[src/rtl/be_align_pkg.sv]
package be_align_pkg;

  typedef enum logic {
    SZ_BYTE = 1'b0,
    SZ_WORD = 1'b1
  } acc_size_e;

  // Big-endian: offset k lands in lane (lanes-1-k), lane 0 being the least significant.
  function automatic int lane_of_offset(input int off, input int lanes);
    return lanes - 1 - off;
  endfunction

  // Copy the top bit of a narrow value into every higher bit.
  function automatic logic [63:0] sext_from(input logic [63:0] v, input int width);
    logic [63:0] r;
    for (int b = 0; b < 64; b++) begin
      r[b] = (b < width) ? v[b] : v[width-1];
    end
    return r;
  endfunction

endpackage

[src/rtl/be_lane_decode.sv]
module be_lane_decode #(
  parameter int LANES = 4,
  localparam int OFF_W = $clog2(LANES)
) (
  input  logic [OFF_W-1:0] offset,
  input  logic             byte_mode,
  input  logic             active,
  output logic [LANES-1:0] lane_sel,
  output logic [LANES-1:0] be
);
  import be_align_pkg::*;

  for (genvar i = 0; i < LANES; i++) begin : g_sel
    assign lane_sel[i] = (int'(offset) == lane_of_offset(i, LANES));
  end

  always_comb begin
    if (!active)        be = '0;
    else if (byte_mode) be = lane_sel;
    else                be = '1;
  end
endmodule

[src/rtl/be_store_steer.sv]
module be_store_steer #(
  parameter int LANES  = 4,
  parameter int LANE_W = 8,
  localparam int DATA_W = LANES * LANE_W
) (
  input  logic [LANES-1:0]  lane_sel,
  input  logic              byte_mode,
  input  logic [DATA_W-1:0] st_data,
  output logic [DATA_W-1:0] wdata
);
  for (genvar i = 0; i < LANES; i++) begin : g_lane
    always_comb begin
      if (!byte_mode)      wdata[i*LANE_W +: LANE_W] = st_data[i*LANE_W +: LANE_W];
      else if (lane_sel[i]) wdata[i*LANE_W +: LANE_W] = st_data[LANE_W-1:0];
      else                 wdata[i*LANE_W +: LANE_W] = '0;
    end
  end
endmodule

[src/rtl/be_load_extract.sv]
module be_load_extract #(
  parameter int LANES  = 4,
  parameter int LANE_W = 8,
  localparam int DATA_W = LANES * LANE_W
) (
  input  logic [LANES-1:0]  lane_sel,
  input  logic              byte_mode,
  input  logic [DATA_W-1:0] rdata,
  output logic [DATA_W-1:0] ld_data
);
  import be_align_pkg::*;

  logic [LANE_W-1:0] picked;
  logic [63:0]       widened;

  always_comb begin
    picked = '0;
    for (int i = 0; i < LANES; i++) begin
      if (lane_sel[i]) picked = picked | rdata[i*LANE_W +: LANE_W];
    end
  end

  assign widened = sext_from(64'(picked), LANE_W);
  assign ld_data = byte_mode ? widened[DATA_W-1:0] : rdata;
endmodule

[src/rtl/be_lsu_align.sv]
module be_lsu_align #(
  parameter int LANES  = 4,
  parameter int LANE_W = 8,
  parameter int ADDR_W = 32,
  localparam int DATA_W  = LANES * LANE_W,
  localparam int OFF_W   = $clog2(LANES),
  localparam int WADDR_W = ADDR_W - OFF_W
) (
  input  logic               acc_valid,
  input  logic               acc_write,
  input  logic               acc_word,
  input  logic [ADDR_W-1:0]  acc_addr,
  input  logic [DATA_W-1:0]  st_data,
  input  logic [DATA_W-1:0]  mem_rdata,
  output logic [WADDR_W-1:0] mem_waddr,
  output logic [DATA_W-1:0]  mem_wdata,
  output logic [LANES-1:0]   mem_be,
  output logic               mem_we,
  output logic [DATA_W-1:0]  ld_data,
  output logic               misalign
);
  import be_align_pkg::*;

  acc_size_e        size;
  logic             byte_mode;
  logic [OFF_W-1:0] offset;
  logic             off_nonzero;
  logic             access_ok;
  logic [LANES-1:0] lane_sel;

  assign size        = acc_size_e'(acc_word);
  assign byte_mode   = (size == SZ_BYTE);
  assign offset      = acc_addr[OFF_W-1:0];
  assign off_nonzero = |offset;
  assign misalign    = acc_valid && !byte_mode && off_nonzero;
  assign access_ok   = acc_valid && !misalign;
  assign mem_waddr   = acc_addr[ADDR_W-1:OFF_W];
  assign mem_we      = access_ok && acc_write;

  be_lane_decode #(.LANES(LANES)) u_dec (
    .offset    (offset),
    .byte_mode (byte_mode),
    .active    (access_ok),
    .lane_sel  (lane_sel),
    .be        (mem_be)
  );

  be_store_steer #(.LANES(LANES), .LANE_W(LANE_W)) u_st (
    .lane_sel  (lane_sel),
    .byte_mode (byte_mode),
    .st_data   (st_data),
    .wdata     (mem_wdata)
  );

  be_load_extract #(.LANES(LANES), .LANE_W(LANE_W)) u_ld (
    .lane_sel  (lane_sel),
    .byte_mode (byte_mode),
    .rdata     (mem_rdata),
    .ld_data   (ld_data)
  );
endmodule

[config.mk]
export PLATFORM = sky130hd
export DESIGN_NAME = be_lsu_align
export DESIGN_NICKNAME = d
export VERILOG_FILES = /design/src/rtl/be_align_pkg.sv /design/src/rtl/be_lane_decode.sv /design/src/rtl/be_store_steer.sv /design/src/rtl/be_load_extract.sv /design/src/rtl/be_lsu_align.sv
export SDC_FILE = /design/constraint.sdc
export NUM_CORES = 1
export LEC_CHECK = 0
export CAP_MARGIN = 10
export CORE_AREA = 2 2 78 80
export DETAILED_ROUTE_END_ITERATION = 12
export DIE_AREA = 0 0 80 82
export GPL_TIMING_DRIVEN = 0
export PLACE_DENSITY_LB_ADDON = 0.15
export SYNTH_ARGS = -nofsm -noshare
export SYNTH_HDL_FRONTEND = slang
export SYNTH_HIERARCHICAL = 1
export SYNTH_SLANG_ARGS = --single-unit
[constraint.sdc]
create_clock -name vclk -period 3.7
set_input_delay 1.11 -clock vclk [all_inputs]
set_output_delay 1.11 -clock vclk [all_outputs]
set_load 0.02 [all_outputs]
== After elaboration in Yosys (flattened, before gate mapping) ==
Cells that the tools add are included.

* Bits in registers: 0
* Output and inout bits: 100

* Equality and inequality tests: 3
* Muxes and demuxes: 15
* Bitwise gates (word level): 3
* Reduce and logical (&&, ||, !) cells: 7

{| class="wikitable"
|+ Operator list
! cell !! count
|-
| 8-bit two-way mux || 12
|-
| 32-bit two-way mux || 1
|-
| 8-bit bitwise OR || 3
|-
| 4-bit two-way mux || 2
|-
| 2-bit == test (second input constant) || 2
|-
| 1-bit logical AND || 4
|-
| 2-bit by 1-bit == test with 1-bit output (second input constant) || 1
|-
| 2-bit zero test || 1
|-
| 2-bit OR reduction || 1
|-
| 1-bit zero test || 1
|}

== Logic depth before layout (Yosys ltp) ==
Gate-level depths: netlist of the first run.

* Depth after elaboration: 9
* Mapped depth: 6
* Depth with buffers taken out: 3

== Modules after synthesis ==
The synthesis of the first run kept the hierarchy.

{| class="wikitable"
|+ Modules (own cells, without submodules)
! module !! times used !! cells an instance !! area each (um2) !! seq. area each (um2)
|-
| be_load_extract || 1 || 80 || 491.7 || 0.0
|-
| be_store_steer || 1 || 78 || 424.2 || 0.0
|-
| be_lsu_align || 1 || 36 || 259.0 || 0.0
|-
| be_lane_decode || 1 || 9 || 60.1 || 0.0
|}

== Worst setup path after synthesis of the first run ==
Ideal clock, no wire load.

* Path kind: input -> output
* From: input port acc_addr[1]
* To: output port ld_data[14]
* Arrival: 2,189 ps
* Required time: 2,590 ps
* Slack: 401 ps
* Stages on the path: 6
* Path buffers: 3
* Cell sequence: nor2b_1 > clkbuf_2 > a222oi_1 > buf_4 > buf_8 > a21oi_1

* Cells in the longest elaborated chain, start to end: 9
* Elaborated cells on any way between the ends: 12
* Classes of those cells: eq/ne: 3; mux: 5; bitwise: 3; reduce/logical: 1

{| class="wikitable"
|+ RTL lines
! what !! line !! text
|-
| from (decl) || be_lsu_align.sv:12 || <nowiki>input logic [ADDR_W-1:0] acc_addr,</nowiki>
|-
| 2-bit by 1-bit == test with 1-bit output || be_lane_decode.sv:14 || <nowiki>assign lane_sel[i] = (int'(offset) == lane_of_offset(i, LANES));</nowiki>
|-
| 8-bit two-way mux || be_load_extract.sv:19 || <nowiki>if (lane_sel[i]) picked = picked | rdata[i*LANE_W +: LANE_W];</nowiki>
|-
| 8-bit bitwise OR || be_load_extract.sv:19 ||
|-
| 8-bit two-way mux || be_load_extract.sv:19 ||
|-
| 8-bit bitwise OR || be_load_extract.sv:19 ||
|-
| 8-bit two-way mux || be_load_extract.sv:19 ||
|-
| 8-bit bitwise OR || be_load_extract.sv:19 ||
|-
| 8-bit two-way mux * || be_load_extract.sv:19 ||
|-
| 32-bit two-way mux * || be_load_extract.sv:24 || <nowiki>assign ld_data = byte_mode ? widened[DATA_W-1:0] : rdata;</nowiki>
|-
| to (decl) || be_lsu_align.sv:19 || <nowiki>output logic [DATA_W-1:0] ld_data,</nowiki>
|}

Mark *: on every way between the ends. The rest lies on a longest branch, timed or not.

== Worst setup path after layout of the first run ==
* From: input port mem_rdata[7]
* To: output port ld_data[16]

* Cells in the longest elaborated chain, start to end: 8

{| class="wikitable"
|+ RTL lines
! what !! line !! text
|-
| from (decl) || be_lsu_align.sv:14 || <nowiki>input logic [DATA_W-1:0] mem_rdata,</nowiki>
|-
| 8-bit two-way mux * || be_load_extract.sv:19 ||
|-
| 8-bit bitwise OR || be_load_extract.sv:19 ||
|-
| 8-bit two-way mux * || be_load_extract.sv:19 ||
|-
| 8-bit bitwise OR || be_load_extract.sv:19 ||
|-
| 8-bit two-way mux * || be_load_extract.sv:19 ||
|-
| 8-bit bitwise OR || be_load_extract.sv:19 ||
|-
| 8-bit two-way mux * || be_load_extract.sv:19 ||
|-
| 32-bit two-way mux * || be_load_extract.sv:24 ||
|}

Marks and branches as above.

==> results_tabular.tex, run 1 <==
\begin{tabular}{lr}
\hline
Metric & Value \\
\hline
\multicolumn{2}{l}{\textbf{Placed design}} \\
Number of placed instances, taps included & 447 \\
I/O Buffers & 169 \\
Final HPWL from detailed placement & about 5200 µm \\
Post-place instance area & roughly 3000 µm² \\
Routability-driven placement congestion ratio & 0.756 \\
\multicolumn{2}{l}{\textbf{Hold path}} \\
Hold Path Class & in2out \\
Hold depth & 2 \\
Worst Hold End & mem\_waddr[27] \\
Hold Startpoint & acc\_addr[29] \\
\multicolumn{2}{l}{\textbf{Die}} \\
Die Width & 80 µm \\
Die Ht & 82 µm \\
DIE AREA & 6560 µm² \\
Initial Util & 0.215 \\
Standard-cell row count & 28 \\
Number of top-level pins & approximately 200 \\
Core Box Area & 5750 µm² \\
\multicolumn{2}{l}{\textbf{Timing}} \\
Worst-case headroom to the max-slew limit & 0.802 \\
Minimum clock period & $\sim$3.7 ns \\
Unrepaired setup endpoints after global routing & false \\
Period Utilization, post-route & 0.992 \\
Final-report max-slew violation count & 0 \\
Setup violators final & 0 \\
Measured slew at the worst slew-check pin & around 0.30 ns \\
Maximum clock rate & 273 MHz \\
Number of endpoints with negative hold slack in the final report & 0 \\
\multicolumn{2}{l}{\textbf{Route}} \\
Detail-routed via count per cell & between 4 and 5 \\
Final routed wire length divided by cell count & 14.1 µm \\
DRT Pass-1 Iters & 4 \\
Post-detailed-route count of antenna-violating nets & 0 \\
Drc violations & 0 \\
Routed wire length & about 6500 µm \\
Number of vias in the routed layout & 2085 \\
Drt initial violations & 76 \\
\multicolumn{2}{l}{\textbf{Power and ir drop}} \\
Lkg Pwr & 1.48 nW \\
Worst IR drop on VDD & between 0.06 and 0.07 mV \\
Portion of total power attributed to the clock network & 0 \\
Power per Cell Area & 157 nW/µm² \\
Share of total power in sequential cells & 0 \\
Switch share & 0.477 \\
Internal power & about 260 µW \\
Switching power total & between 200 and 250 µW \\
Part of the power in combinational logic & 1.000 \\
\multicolumn{2}{l}{\textbf{Global routing}} \\
Global-route wire length before repair & 9200 µm \\
Remaining Overflow, GRT & 0 \\
Maximum number of pins on one net before global-route repair & 11 \\
Initial antenna violation count & 0 \\
Vias in the first global route & around 2000 \\
GRT Resource Usage Total & 0.173 \\
\multicolumn{2}{l}{\textbf{Status}} \\
Run status & completed \\
\multicolumn{2}{l}{\textbf{Finish}} \\
Fin area & 3140 µm² \\
Antenna Cells & 0 \\
Storage cell area & 0 µm² \\
Layout area overhead & 154\% \\
Final Non-Filler Cells & 463 \\
Seq cells & 0 \\
Number of nets in the layout & 489 \\
Clkbuf count & 0 \\
Final design utilization & 0.546 \\
Filler Cells Inserted & approximately 600 \\
Proportion of layout cells with a drive suffix above 1 & 0.286 \\
\multicolumn{2}{l}{\textbf{Logic synthesis}} \\
Dominant cell type by area after synthesis & buf\_4 \\
Biggest area contributors in the synthesized netlist & buf\_4, nor2\_1, a21oi\_1, nand3\_1, o21ai\_0 \\
Mapped Cells & between 200 and 250 \\
Average cell area after synthesis & 6.08 µm² \\
Distinct cell type count of the synthesized netlist & 25 \\
Synthesized Nets & between 300 and 400 \\
Most instantiated cells after synthesis & buf\_4, nor2\_1, inv\_1, a21oi\_1 \\
Dominant cell by count in the synthesized netlist & buf\_4 \\
Post-synthesis sequential area ratio & 0 \\
Synthesized cell area & 1230 µm² \\
Share of Yosys cell area claimed by the top area cell type & 0.195 \\
YS warnings & 6 \\
\multicolumn{2}{l}{\textbf{Critical path}} \\
Setup crit start & mem\_rdata[7] \\
Required time at the worst-slack endpoint & 2.59 ns \\
Crit start category & input port \\
Maximum net fanout on the critical path & 5 \\
Worst path arrival time & 2.56 ns \\
Critical path class & in2out \\
Worst setup EP type & primary output \\
\multicolumn{2}{l}{\textbf{Clock network}} \\
Quantity of hold-fixing buffers added after cts & 0 \\
\multicolumn{2}{l}{\textbf{Flow run}} \\
Reported max-cap violation count & 0 \\
\hline
\end{tabular}
## metrics by stage
| stage | hold WS [ns] | setup WS (ns) | TNS (ns) | power, mW |
|---|---|---|---|---|
| after floorplan | 2.33 | 0.401 | 0 | 0.235 |
| after global placement | 2.85 | -0.798 | -34.33 | 0.493 |
| after detailed placement | 2.85 | -0.795 | -34.95 | 0.495 |
| after CTS | 2.85 | 0.0156 | 0 | 0.492 |
| after global routing | 2.85 | 0.000446 | 0 | 0.522 |
| final | 2.85 | 0.0311 | 0 | 0.491 |
## cells by family after synthesis
logic type | share of synthesized area
buffers and inverters | 0.370
and+or+nand+nor | 0.240
AOI/OAI and AO/OA | 0.390
## what timing repair did
item | 4_1_cts | 5_1_grt
buffers inserted | 11 | 3
endpoints found under the setup margin | 68 | 33
pin swaps | 2 | 1
resized for setup | 163 | 7
gates cloned | 3 | 0
## worst max-delay path by stage
stage,cells after the start,end,slack (ns)
floorplan,6,ld_data[14],0.40
global placement,7,ld_data[15],-0.80
detailed placement,7,ld_data[16],-0.79
CTS,7,ld_data[16],0.02
global route,6,ld_data[16],0.0004
finish,6,ld_data[16],0.03
## cell usage in the layout (no fill, tap or decap), types with 2 or more instances in the layout
master	n
a22o_1	6
and2_1	9
a222oi_1	8
buf_6	11
clkbuf_2	5
buf_8	2
o21ai_0	18
buf_2	12
inv_1	21
a21oi_2	7
o2bb2ai_1	7
nand2b_2	2
buf_4	50
nor2_1	26
clkdlybuf4s50_1	107
clkdlybuf4s15_1	2
inv_2	2
o21a_1	4
nand3_1	18
clkdlybuf4s15_2	10
a21oi_1	18
dlygate4sd2_1	32
## power by group through the flow
| stage | combinational (mW) | clock, mW | sequential (mW) |
|---|---|---|---|
| detailed placement | 0.495 | 0 | 0 |
| CTS | 0.492 | 0 | 0 |
| global route | 0.522 | 0 | 0 |
| finish | 0.491 | 0 | 0 |
| global placement | 0.493 | 0 | 0 |
| floorplan | 0.235 | 0 | 0 |
## layout make-up
cell class / instances / area [µm²] / area share
Tap cell: 75 / 93.8 / 0.0299
Multi-Input combinational cell: 131 / 806 / 0.257
Timing Repair Buffer: 186 / 1750 / 0.557
Buffer: 48 / 405 / 0.129
Inverter: 23 / 86.3 / 0.0275
## worst max-delay path: stages
cell and delay, ns:
clkdlybuf4s50_1 0.42, a222oi_1 0.34, buf_4 0.20, bufbuf_16 0.26, a21oi_1 0.06, buf_4 0.16
## per-layer routing
layer / routed length [µm] / track usage / up-vias
li1: - / - / 1041
met1: 2350 / 0.186 / 917
met2: 3270 / 0.343 / 127
met3: 909 / 0.0615 / 0
met4: 0 / 0.00339 / 0
met5: 0 / 0 / -
(Power assumes the default switching activity.)
==> run 2: changes to the inputs <==
==> constraint.sdc (replaced) <==
create_clock -name vclk -period 4.6
set_input_delay 1.38 -clock vclk [all_inputs]
set_output_delay 1.38 -clock vclk [all_outputs]
set_load 0.02 [all_outputs]
==> run 2 against run 1 <==
Worst setup slack better by 0.052 ns; total power down 21%; global-route usage down 0.76 points; critical path depth unchanged; combinational power down 21%; final area down 1.4%; core utilization down 0.74 points; clock-buffer cell count unchanged; sequential cell count unchanged; wire length down 2.3%; non-clock buffer count down 14; sequential share of layout area unchanged; critical path type unchanged; largest cell class unchanged; largest power group unchanged.
==> results_tabular.tex, run 2 (synthesis gave the netlist of run 1 again) <==
\begin{tabular}{lr}
\hline
Metric & Value \\
\hline
\multicolumn{2}{l}{\textbf{Status}} \\
Run status & completed \\
\multicolumn{2}{l}{\textbf{Global routing}} \\
Met1 track demand over resource & 0.177 \\
Global-route wire length before repair & around 8900 µm \\
Initial antenna violation count & 0 \\
Busiest grt layer & met2 \\
Met2 Use GR & 0.324 \\
Global-route track usage on met3 & 0.0659 \\
Maximum number of pins on one net before global-route repair & 11 \\
GRT Resource Usage Total & 0.166 \\
Remaining Overflow, GRT & 0 \\
Vias in the first global route & roughly 1900 \\
\multicolumn{2}{l}{\textbf{Route}} \\
Number of vias in the routed layout & 2065 \\
Final routed wire length divided by cell count & 14.2 µm \\
Drc violations & 0 \\
Drt initial violations & 76 \\
Post-detailed-route count of antenna-violating nets & 0 \\
Detail-routed via count per cell & 4.60 \\
DRT Pass-1 Iters & 7 \\
Routed wire length & 6380 µm \\
\multicolumn{2}{l}{\textbf{Critical path}} \\
Series of cell instances along the critical path & clkdlybuf4s50\_1 -> inv\_1 -> buf\_4 -> a21boi\_4 -> a21oi\_1 -> clkdlybuf4s50\_1 \\
Gate family responsible for the most delay along the worst path & buffers and inverters \\
Depth of the critical timing path with buffers and inverters included & 6 \\
Worst path arrival time & 3.14 ns \\
Most Frequent Cell on Critical Path & clkdlybuf4s50\_1 \\
Required time at the worst-slack endpoint & between 3 and 4 ns \\
Worst Setup EP & ld\_data[10] \\
Critical path class & in2out \\
Worst setup EP type & primary output \\
Maximum net fanout on the critical path & 10 \\
CP peak stage delay & 0.55 ns \\
Count of buffer and inverter cells on the critical path & 4 \\
Setup crit start & acc\_word \\
Critical Path Slowest Stage Cell & clkdlybuf4s50\_1 \\
Crit start category & input port \\
\multicolumn{2}{l}{\textbf{Flow run}} \\
Reported max-cap violation count & 0 \\
\multicolumn{2}{l}{\textbf{Die}} \\
DIE AREA & 6560 µm² \\
Core Box Area & 5750 µm² \\
Initial Util & 0.215 \\
Die Width & about 80 µm \\
Die Ht & 82 µm \\
Standard-cell row count & 28 \\
Number of top-level pins & approximately 200 \\
\multicolumn{2}{l}{\textbf{Power and ir drop}} \\
Portion of total power attributed to the clock network & 0 \\
Lkg Pwr & about 1.4 nW \\
Total power of the final layout & 390 µW \\
Internal power & 206 µW \\
Switch share & 0.473 \\
Share of total power in sequential cells & 0 \\
Part of the power in combinational logic & 1.000 \\
Worst IR drop on VDD & 0.0565 mV \\
Power per Cell Area & about 130 nW/µm² \\
Switching power total & 185 µW \\
\multicolumn{2}{l}{\textbf{Timing}} \\
Total Negative Setup Slacks & 0 ns \\
Maximum clock rate & 221 MHz \\
Period Utilization, post-route & 0.982 \\
Minimum clock period & 4.52 ns \\
Number of endpoints with negative hold slack in the final report & 0 \\
Worst-case headroom to the max-slew limit & 0.747 \\
Measured slew at the worst slew-check pin & 0.379 ns \\
Setup violators final & 0 \\
Final-report max-slew violation count & 0 \\
\multicolumn{2}{l}{\textbf{Finish}} \\
Proportion of layout cells with a drive suffix above 1 & 0.187 \\
Final design utilization & 0.539 \\
Layout area overhead & 151\% \\
Antenna Cells & 0 \\
Filler Cells Inserted & 595 \\
Commonest non-fill, non-tap cells in the layout & clkdlybuf4s50\_1, buf\_4, nor2\_1 \\
Number of nets in the layout & about 480 \\
Area of the multi-input gates & 798 µm² \\
Clkbuf count & 0 \\
Storage cell area & 0 µm² \\
Seq cells & 0 \\
Fin area & 3100 µm² \\
Commonest non-fill, non-tap cell in the layout & clkdlybuf4s50\_1 \\
Final Non-Filler Cells & 449 \\
\multicolumn{2}{l}{\textbf{Placed design}} \\
Final HPWL from detailed placement & 5210 µm \\
I/O Buffers & 169 \\
Post-place instance area & 3020 µm² \\
Number of placed instances, taps included & 447 \\
Routability-driven placement congestion ratio & 0.756 \\
\multicolumn{2}{l}{\textbf{Hold path}} \\
Hold Path Class & in2out \\
Hold depth & 2 \\
\multicolumn{2}{l}{\textbf{Clock network}} \\
Quantity of hold-fixing buffers added after cts & 0 \\
\hline
\end{tabular}
==> run 2: changes by cell type in the layout (fill, tap and decap cells not counted), moves of 3 or more <==
cell and change:
clkdlybuf4s50_1 +27, clkdlybuf4s15_2 -4, buf_6 -4, buf_4 -16, buf_2 -11, dlymetal6s2s_1 +11, clkbuf_2 -3, dlygate4sd2_1 -17
==> run 2: how the worst min path moves through the flow <==
stage,endpoint,startpoint,slack (ns)
global placement,mem_waddr[5],acc_addr[7],3.39
finish,mem_waddr[27],acc_addr[29],3.39
detailed placement,mem_waddr[27],acc_addr[29],3.39
floorplan,mem_waddr[0],acc_addr[2],2.87
global route,mem_waddr[27],acc_addr[29],3.39
CTS,mem_waddr[27],acc_addr[29],3.39
==> run 2: timing repair <==
action,in CTS,in global routing
pin swaps,1,0
buffers inserted,1,1
setup endpoints to repair,52,26
gates cloned,1,0
gates resized for setup,51,13
==> run 2: area by class of cell <==
cell class | count | area share
multi-input combinational | 131 | 0.258
buffer | 48 | 0.125
tap | 75 | 0.0303
inverter | 23 | 0.0279
timing repair buffer | 172 | 0.559
==> run 2: power by group through the flow <==
| stage | Combinational [mW] | Clock (mW) | Sequential (mW) |
|---|---|---|---|
| after floorplan | 0.189 | 0 | 0 |
| after global placement | 0.397 | 0 | 0 |
| after detailed placement | 0.398 | 0 | 0 |
| after CTS | 0.394 | 0 | 0 |
| after global routing | 0.414 | 0 | 0 |
| final | 0.390 | 0 | 0 |
==> run 2: through the flow <==
step,worst slack (ns),hold slack [ns]
after global placement,-0.438,3.39
after CTS,0.00325,3.39
after floorplan,0.761,2.87
final,0.0836,3.39
after detailed placement,-0.435,3.39
after global routing,-0.00862,3.39
==> run 2: metal layers <==
metal,part of all wire,vias up
met5,0,-
met4,0,0
met3,0.14,0
met2,0.49,127
met1,0.36,927
li1,-,1011
